**src/rtl/taper_pkg.sv**
```systemverilog
package taper_pkg;
   localparam int HIST_LEN  = 30;
   localparam int SPACING   = 15;
   localparam int PEAK_W    = 34;
   localparam int RISE_LEN  = 13;

   // weight of history position pos; symmetric, zero at both ends
   function automatic int tap_weight(input int pos);
      int k;
      if (pos <= 0 || pos >= HIST_LEN - 1) return 0;
      k = pos - 1;
      if (k > HIST_LEN - 3 - RISE_LEN - 1) k = HIST_LEN - 3 - k;
      if (k >= RISE_LEN) return PEAK_W;
      if (k <= 5) return 1 + 3 * k;
      if (k == 6) return PEAK_W / 2;
      return PEAK_W - tap_weight(RISE_LEN - k);
   endfunction
endpackage

```
**src/rtl/taper_history.sv**
```systemverilog
module taper_history #(
   parameter int LEN = 30
) (
   input  logic           clk,
   input  logic           rst_n,
   input  logic           bit_in,
   output logic [LEN-1:0] hist
);
   always_ff @(posedge clk or negedge rst_n) begin
      if (!rst_n) hist <= '0;
      else        hist <= {hist[LEN-2:0], bit_in};
   end
endmodule

```
**src/rtl/taper_window.sv**
```systemverilog
module taper_window
   import taper_pkg::*;
#(
   parameter int LEN   = 30,
   parameter int RES_W = 8
) (
   input  logic [LEN-1:0]   hist,
   output logic [RES_W-1:0] win_byte
);
   localparam int SUM_W = RES_W + 1;

   logic [SUM_W-1:0] term [LEN];
   logic [SUM_W-1:0] total;

   for (genvar i = 0; i < LEN; i++) begin : g_tap
      localparam logic [SUM_W-1:0] WT = SUM_W'(tap_weight(i));
      assign term[i] = hist[i] ? WT : '0;
   end

   always_comb begin
      total = '0;
      for (int i = 0; i < LEN; i++) total = total + term[i];
   end

   assign win_byte = total[SUM_W-1:1];
endmodule

```
**src/rtl/taper_seq.sv**
```systemverilog
module taper_seq #(
   parameter int RES_W    = 8,
   parameter int MAX_LOG2 = 2,
   parameter int LOG2_W   = 2,
   parameter int SPACING  = 15,
   parameter int GAP_W    = 4,
   parameter int CNT_W    = 3
) (
   input  logic              clk,
   input  logic              rst_n,
   input  logic              start,
   input  logic [LOG2_W-1:0] osr_log2,
   input  logic [RES_W-1:0]  win_byte,
   output logic [RES_W-1:0]  result,
   output logic              result_valid,
   output logic              busy,
   output logic [GAP_W-1:0]  gap,
   output logic [CNT_W-1:0]  reads_left
);
   localparam int ACC_W = RES_W + MAX_LOG2;

   logic [ACC_W-1:0]  acc, sum_next;
   logic [LOG2_W-1:0] l_q, l_req, l_use;
   logic [CNT_W-1:0]  rem_next;
   logic              accept, fire, take;
   logic [ACC_W-1:0]  div_opt [MAX_LOG2+1];
   logic [ACC_W-1:0]  quotient;

   assign l_req    = (osr_log2 > LOG2_W'(MAX_LOG2)) ? LOG2_W'(MAX_LOG2) : osr_log2;
   assign accept   = start && !busy;
   assign fire     = busy && (gap == '0);
   assign take     = accept || fire;
   assign sum_next = (accept ? '0 : acc) + ACC_W'(win_byte);
   assign rem_next = accept ? CNT_W'((1 << l_req) - 1) : reads_left - 1'b1;
   assign l_use    = accept ? l_req : l_q;

   for (genvar s = 0; s <= MAX_LOG2; s++) begin : g_div
      assign div_opt[s] = sum_next >> s;
   end

   always_comb begin
      quotient = div_opt[0];
      for (int s = 1; s <= MAX_LOG2; s++)
         if (int'(l_use) == s) quotient = div_opt[s];
   end

   always_ff @(posedge clk or negedge rst_n) begin
      if (!rst_n) begin
         acc          <= '0;
         l_q          <= '0;
         busy         <= 1'b0;
         gap          <= '0;
         reads_left   <= '0;
         result       <= '0;
         result_valid <= 1'b0;
      end else begin
         result_valid <= 1'b0;
         if (take) begin
            if (rem_next == '0) begin
               result       <= quotient[RES_W-1:0];
               result_valid <= 1'b1;
               busy         <= 1'b0;
               acc          <= '0;
               reads_left   <= '0;
            end else begin
               acc        <= sum_next;
               busy       <= 1'b1;
               gap        <= GAP_W'(SPACING - 1);
               reads_left <= rem_next;
            end
            if (accept) l_q <= l_req;
         end else if (busy) begin
            gap <= gap - 1'b1;
         end
      end
   end
endmodule

```
**src/rtl/taper_oversampler.sv**
```systemverilog
module taper_oversampler
   import taper_pkg::*;
#(
   parameter int RES_W    = 8,
   parameter int MAX_LOG2 = 2,
   parameter int LOG2_W   = 2
) (
   input  logic              clk,
   input  logic              rst_n,
   input  logic              bit_in,
   input  logic              start,
   input  logic [LOG2_W-1:0] osr_log2,
   output logic [RES_W-1:0]  result,
   output logic              result_valid
);
   localparam int GAP_W = $clog2(SPACING);
   localparam int CNT_W = MAX_LOG2 + 1;

   if (HIST_LEN != 2 * SPACING) begin : g_bad_spacing
      $error("history length must be twice the read spacing");
   end
   if (RES_W != 8) begin : g_bad_res
      $error("window weights are sized for an 8-bit result");
   end
   if ((1 << LOG2_W) <= MAX_LOG2) begin : g_bad_log2
      $error("osr_log2 too narrow for MAX_LOG2");
   end

   logic [HIST_LEN-1:0] hist;
   logic [RES_W-1:0]    win_byte;
   logic                busy;
   logic [GAP_W-1:0]    gap_cnt;
   logic [CNT_W-1:0]    reads_left;

   taper_history #(.LEN(HIST_LEN)) u_hist (
      .clk(clk), .rst_n(rst_n), .bit_in(bit_in), .hist(hist)
   );

   taper_window #(.LEN(HIST_LEN), .RES_W(RES_W)) u_win (
      .hist(hist), .win_byte(win_byte)
   );

   taper_seq #(
      .RES_W(RES_W), .MAX_LOG2(MAX_LOG2), .LOG2_W(LOG2_W),
      .SPACING(SPACING), .GAP_W(GAP_W), .CNT_W(CNT_W)
   ) u_seq (
      .clk(clk), .rst_n(rst_n), .start(start), .osr_log2(osr_log2),
      .win_byte(win_byte), .result(result), .result_valid(result_valid),
      .busy(busy), .gap(gap_cnt), .reads_left(reads_left)
   );
endmodule

```
**config.mk**
```make
export PLATFORM = sky130hd
export DESIGN_NAME = taper_oversampler
export DESIGN_NICKNAME = d
export VERILOG_FILES = /design/src/rtl/taper_pkg.sv /design/src/rtl/taper_history.sv /design/src/rtl/taper_window.sv /design/src/rtl/taper_seq.sv /design/src/rtl/taper_oversampler.sv
export SDC_FILE = /design/constraint.sdc
export NUM_CORES = 1
export LEC_CHECK = 0
export ABC_AREA = 1
export BUFFER_PORTS_ARGS = -buffer_cell sky130_fd_sc_hd__buf_4
export CAP_MARGIN = 20
export CORE_ASPECT_RATIO = 1.75
export CORE_MARGIN = 1.5
export CORE_UTILIZATION = 60
export DETAILED_ROUTE_END_ITERATION = 10
export PLACE_DENSITY_LB_ADDON = 0.05
export SETUP_SLACK_MARGIN = 0.2
export SYNTH_ARGS = -nofsm -noshare
export SYNTH_HDL_FRONTEND = slang
export SYNTH_SLANG_ARGS = --single-unit
```
**constraint.sdc**
```tcl
create_clock -name clk -period 16.7 [get_ports clk]
set_input_delay 0.835 -clock clk [delete_from_list [all_inputs] [get_ports clk]]
set_output_delay 0.835 -clock clk [all_outputs]
set_load 0.02 [all_outputs]
```
==> flow_summary.json, run 1 <==
{
  "outcome": "completed",
  "core_sq_mm": 0.00691,
  "initial_core_util": 0.628,
  "criticalPathCategory": "flip-flop to flip-flop",
  "synth-edff-count": 0,
  "wl_um": 8330,
  "regArea_sq_mm": 0.00145,
  "cts.path.max_buffers": 2,
  "synth_cells": 466,
  "synth_top_area_share": 0.335,
  "postCtsSetupRepairBufs": 0,
  "synthArstFlopShare": 1.00,
  "synthTopCellsByArea": "dfrtp_1 (33%), fa_1 (23%), ha_1 (9.5%), inv_1 (9.4%), nand2_1 (6.7%)",
  "grt_pass1_vias": 3207,
  "worstHoldStart": "u_hist.hist[0]",
  "yosys.area.top_type": "dfrtp_1",
  "drive_gt1_frac": 0.103,
  "setup-tns-final_ns": 0,
  "port-buffer-count": 14,
  "io_pins": 15,
  "drc": 0,
  "final_nets": 577,
  "worstSkewPairLatency_ns": 0.33,
  "fin_skew_ns": 0.00529,
  "n_fill_cell": 550,
  "avgSynthCellArea_sq_um": 9.31,
  "period_needed_ns": 5.95,
  "ant_nets": 0,
  "grt_max_degree": 59,
  "cp.arrival_ns": 6.17,
  "startpoint_type": "flip-flop",
  "crit_path_end_kind": "flip-flop",
  "root_buffer": "clkbuf_16",
  "die-area_sq_mm": 0.00777,
  "multi_input_area_sq_mm": 0.00243,
  "min_path_type": "flip-flop to flip-flop",
  "mostFrequentLayoutCell": "inv_1",
  "grt_usage": 0.254,
  "num_rows": 40,
  "cts_tree": "done",
  "place_inst": 561,
  "finalMaxSlewViolations": 0,
  "slew_headroom": 0.508,
  "yosys_warnings": 0,
  "dieWidth_um": 67.3,
  "final_cell_mix": "inv_1 (109), nand2_1 (77), dfrtp_1 (58)",
  "antenna_found_initial": 0,
  "synth_flop_cell": "dfrtp_1",
  "netlist_area_sq_mm": 0.00434,
  "grt-ovfl-total": 0,
  "dp.final_hpwl_um": 6710,
  "crit_required_ns": 16.92,
  "num_vias": 2997,
  "wire_per_inst_um": 14.4,
  "maxCapViolations": 0,
  "final_cells": 577,
  "hold_viol": 0,
  "fmax_ghz": 0.168,
  "cts.sinks": 58,
  "vias_per_cell": 5.19,
  "fin_crit_sh": 0.356,
  "yosysUniqueCellTypes": 30,
  "syn_nets": 555,
  "antennaDiodeCount": 0,
  "ys_ff_latch": 58,
  "clk_pin_slew_ns": 0.06,
  "finalSetupViolCount": 0,
  "synth_seq_area_share": 0.335,
  "cts_buffers": 9,
  "cts_max_level": 3,
  "area_growth_pct": 11.4,
  "worst_pin_slew_ns": 0.739,
  "globalplace.congestion": 0.899,
  "worstPathMaxFanout": 6,
  "critPathLaunch": "u_hist.hist[7]",
  "drt-initial-drc-count": 134,
  "ctsHoldBuffers": 0,
  "first_pass_iters": 4,
  "worst_r2r_startpoint": "u_hist.hist[7]",
  "grt_pass1_wl_um": 14300,
  "cts_resized": 0,
  "die_h_um": 115,
  "post-route-util": 0.700,
  "rsz0062_at_grt": "false"
}
-- flip-flops by register name (all words and copies together) (netlist names) --
| name | count |
|---|---|
| u_seq.result_valid | 1 |
| u_seq.reads_left | 3 |
| u_seq.result | 8 |
| u_seq.gap | 4 |
| u_seq.l_q | 2 |
| u_seq.acc | 10 |
| u_seq.busy | 1 |
| u_hist.hist | 29 |
-- per-layer routing --
layer  GRT usage  routed length [um]  vias up
li1            -                   -     1460
met1       0.268                3070     1458
met2       0.462                4660       49
met3      0.0379                 181       30
met4       0.152                 415        0
met5           0                   0        -
-- per-stage QoR --
step,worst slack (ns),hold WS [ns],area [sq um]
final,10.75,0.347,4830
after global routing,10.26,0.359,4830
after CTS,10.71,0.348,4830
after detailed placement,10.72,0.336,4530
after global placement,10.84,0.337,4530
after floorplan,11.15,0.331,4340
-- worst max-delay path, stage by stage (launching register included) --
cell and delay (ns):
dfrtp_1 0.37, inv_1 0.12, fa_1 0.46, fa_1 0.56, inv_1 0.06, fa_1 0.53
fa_1 0.52, fa_1 0.57, fa_1 0.42, ha_1 0.37, a21oi_1 0.16, nand2_1 0.09
nand2_1 0.06, nand2_1 0.04, a21oi_1 0.14, xnor2_1 0.15, ha_1 0.31, nand2_1 0.15
inv_1 0.06, a21oi_1 0.18, nand3_1 0.12, nand2_1 0.14, nor2_1 0.06, nor2_1 0.12
nor2_1 0.05
-- cells by family (layout without fill, tap and decap cells) --
family | after synthesis | in the layout | synth area share
and+or+nand+nor | 148 | 148 | 0.151
adders and majority gates | 83 | 83 | 0.326
buffers and inverters | 119 | 146 | 0.105
xor gates and xnor gates | 10 | 10 | 0.0202
AOI/OAI and AO/OA | 48 | 48 | 0.0635
DFF | 58 | 58 | 0.335
-- synthesized netlist by cell type (2+ instances only) --
cell type	count
ha_1	33
xor2_1	7
a21oi_1	16
nor2_2	2
a31oi_1	2
nand2_2	3
dfrtp_1	58
o21ai_1	10
inv_2	7
nor2_8	2
o22ai_1	4
nand2_1	77
xnor2_1	3
fa_1	50
o21ai_0	10
inv_1	109
o21ai_2	2
nor2_1	33
nand3_1	26
nor2_4	2
-- final cells by class --
class | count | share of cell area
multi-input combinational | 289 | 0.503
sequential | 58 | 0.300
inverter | 116 | 0.0901
clock buffer | 9 | 0.0466
timing repair buffer | 14 | 0.0218
tap | 84 | 0.0218
clock inverter | 7 | 0.0163
-- final timing paths --
| path | to | slack (ns) | cells past startpoint |
|---|---|---|---|
| min in group asynchronous | u_hist.hist[10] | 0.57 | 1 |
| worst max-delay path | u_seq.result[5] | 10.75 | 24 |
| worst min register to register | u_hist.hist[1] | 0.35 | 0 |
| max in group asynchronous | u_hist.hist[23] | 15.64 | 1 |
| worst min-delay path | u_hist.hist[1] | 0.35 | 0 |
| worst max register to register | u_seq.result[5] | 10.75 | 24 |
Power of run 1 is not shown: default switching activity piles up to over one toggle a cycle in this logic, so the estimate is an artifact.
==> inputs of run 2 (changes only) <==
--- a/config.mk
+++ b/config.mk
@@ -10,7 +10,7 @@
 export CAP_MARGIN = 20
 export CORE_ASPECT_RATIO = 1.75
 export CORE_MARGIN = 1.5
-export CORE_UTILIZATION = 60
+export CORE_UTILIZATION = 57
 export DETAILED_ROUTE_END_ITERATION = 10
 export PLACE_DENSITY_LB_ADDON = 0.05
 export SETUP_SLACK_MARGIN = 0.2
==> constraint.sdc (replaced) <==
create_clock -name clk -period 4.9 [get_ports clk]
set_input_delay 0.245 -clock clk [delete_from_list [all_inputs] [get_ports clk]]
set_output_delay 0.245 -clock clk [all_outputs]
set_load 0.02 [all_outputs]
==> flow_summary.json, run 2 (synthesis gave the netlist of run 1 again) <==
{
  "mostFrequentLayoutCell": "inv_1",
  "ant_nets": 0,
  "criticalPathCategory": "flip-flop to flip-flop",
  "root_buffer": "clkbuf_16",
  "outcome": "finished, violations left",
  "grt_pass1_vias": 3448,
  "drc": 0,
  "cts_tree": "done",
  "cts_max_level": 3,
  "die_h_um": 118,
  "reg2reg_slack_ns": -0.71,
  "whs_ns": -0.0150,
  "slew_headroom": 0.500,
  "final_nets": 622,
  "area_growth_pct": 27.3,
  "cts_buffers": 9,
  "io_pins": 15,
  "num_vias": 3210,
  "grt_pass1_wl_um": 15400,
  "critPathLaunch": "u_hist.hist[10]",
  "hold_viol": 38,
  "r2r_end": "u_seq.result[6]",
  "min_path_type": "input pin to async pin",
  "final_cell_mix": "inv_1 (93), nand2_1 (56), dfrtp_1 (56)",
  "cts.sinks": 58,
  "worstRegToRegCells": 25,
  "period_needed_ns": 5.61,
  "wire_per_inst_um": 15.6,
  "grt_usage": 0.261,
  "core_sq_mm": 0.00728,
  "violations": "hold timing, setup timing",
  "dp.final_hpwl_um": 7200,
  "worst_pin_slew_ns": 0.749,
  "crit_path_end_kind": "flip-flop",
  "initial_core_util": 0.595,
  "port-buffer-count": 14,
  "cts.path.max_buffers": 2,
  "drt-initial-drc-count": 102,
  "worst_r2r_startpoint": "u_hist.hist[10]",
  "cp.arrival_ns": 5.88,
  "clk_pin_slew_ns": 0.06,
  "die-area_sq_mm": 0.00816,
  "globalplace.congestion": 0.832,
  "grt-ovfl-total": 0,
  "rsz0062_at_grt": "true",
  "num_rows": 41,
  "vias_per_cell": 5.14,
  "antenna_found_initial": 0,
  "reg_top3": "u_hist.hist: 29 flops, u_seq.acc: 10 flops, u_seq.result: 8 flops",
  "ctsHoldBuffers": 0,
  "finalSetupViolCount": 16,
  "worstSkewPairLatency_ns": 0.34,
  "worstPathMaxFanout": 4,
  "antennaDiodeCount": 0,
  "fin_skew_ns": 0.00403,
  "drive_gt1_frac": 0.335,
  "post-route-util": 0.758,
  "dieWidth_um": 68.9,
  "maxCapViolations": 0,
  "crit_required_ns": 5.17,
  "fmax_ghz": 0.178,
  "first_pass_iters": 4,
  "fin_crit_sh": 1.14,
  "regMostFlops": "u_hist.hist",
  "largest_register_ffs": 29,
  "wl_um": 9720,
  "finalMaxSlewViolations": 0,
  "fin_ws_ns": -0.710,
  "startpoint_type": "flip-flop",
  "grt_max_degree": 59
}
-- run 2: worst max path at each step --
stage / slack, ns / depth (start not counted) / endpoint
floorplan: -0.36 / 25 / u_seq.result[6]
global placement: -0.59 / 22 / u_seq.result[7]
detailed placement: -0.61 / 25 / u_seq.result[6]
CTS: -0.65 / 25 / u_seq.result[6]
global route: -1.02 / 25 / u_seq.result[6]
finish: -0.71 / 25 / u_seq.result[6]
-- run 2: repair_timing --
item	CTS	global route
pin swaps	24	19
resized for setup	35	41
setup endpoints to repair	17	17
setup buffers	3	4
gates cloned	0	0
endpoints found under the hold margin	0	0
-- run 2: final cells by class --
class	instances	area [sq um]
multi-input cells	289	2770
inverters	116	435
flip-flops and latches	58	1450
repair buffers	59	477
clock inverters	7	55.1
fillers	510	1760
well taps	86	108
clock buffers	9	225
-- run 2: metal layers --
metal / routed length [um] / global-route usage
met1: 3460 / 0.267
met2: 5840 / 0.486
met3: 218 / 0.0457
met4: 195 / 0.109
met5: 0 / 0
-- run 2: worst max-delay path, cell delays in order (launching register included) --
cell and delay, ns:
dfrtp_1 0.41, fa_1 0.54, inv_1 0.05, fa_1 0.48, inv_1 0.05, fa_1 0.55
fa_1 0.43, fa_1 0.48, fa_1 0.54, ha_4 0.22, a21oi_2 0.12, nand2_1 0.09
nand2_1 0.06, nand2_1 0.06, a21oi_2 0.14, xnor2_1 0.09, ha_1 0.36, nand2_2 0.12
nand2_1 0.08, a21oi_2 0.16, nand2_1 0.10, nand2_2 0.08, nand2_2 0.07, nand2_1 0.06
nand3_1 0.06, a21oi_1 0.12
-- run 2: stage by stage --
| stage | area [sq um] | setup TNS [ns] | setup slack, ns | instances | hold slack (ns) |
|---|---|---|---|---|---|
| finish | 5520 | -7.57 | -0.710 | 624 | -0.0150 |
| floorplan | 4430 | -1.98 | -0.360 | 466 | -0.0506 |
| detailed placement | 4910 | -6.80 | -0.613 | 601 | 0.336 |
| global route | 5520 | -10.97 | -1.02 | 624 | 0.00914 |
| CTS | 5340 | -6.97 | -0.647 | 620 | 0.00463 |
| global placement | 4910 | -6.02 | -0.586 | 601 | 0.332 |
Power of run 2 is left out for the same reason.
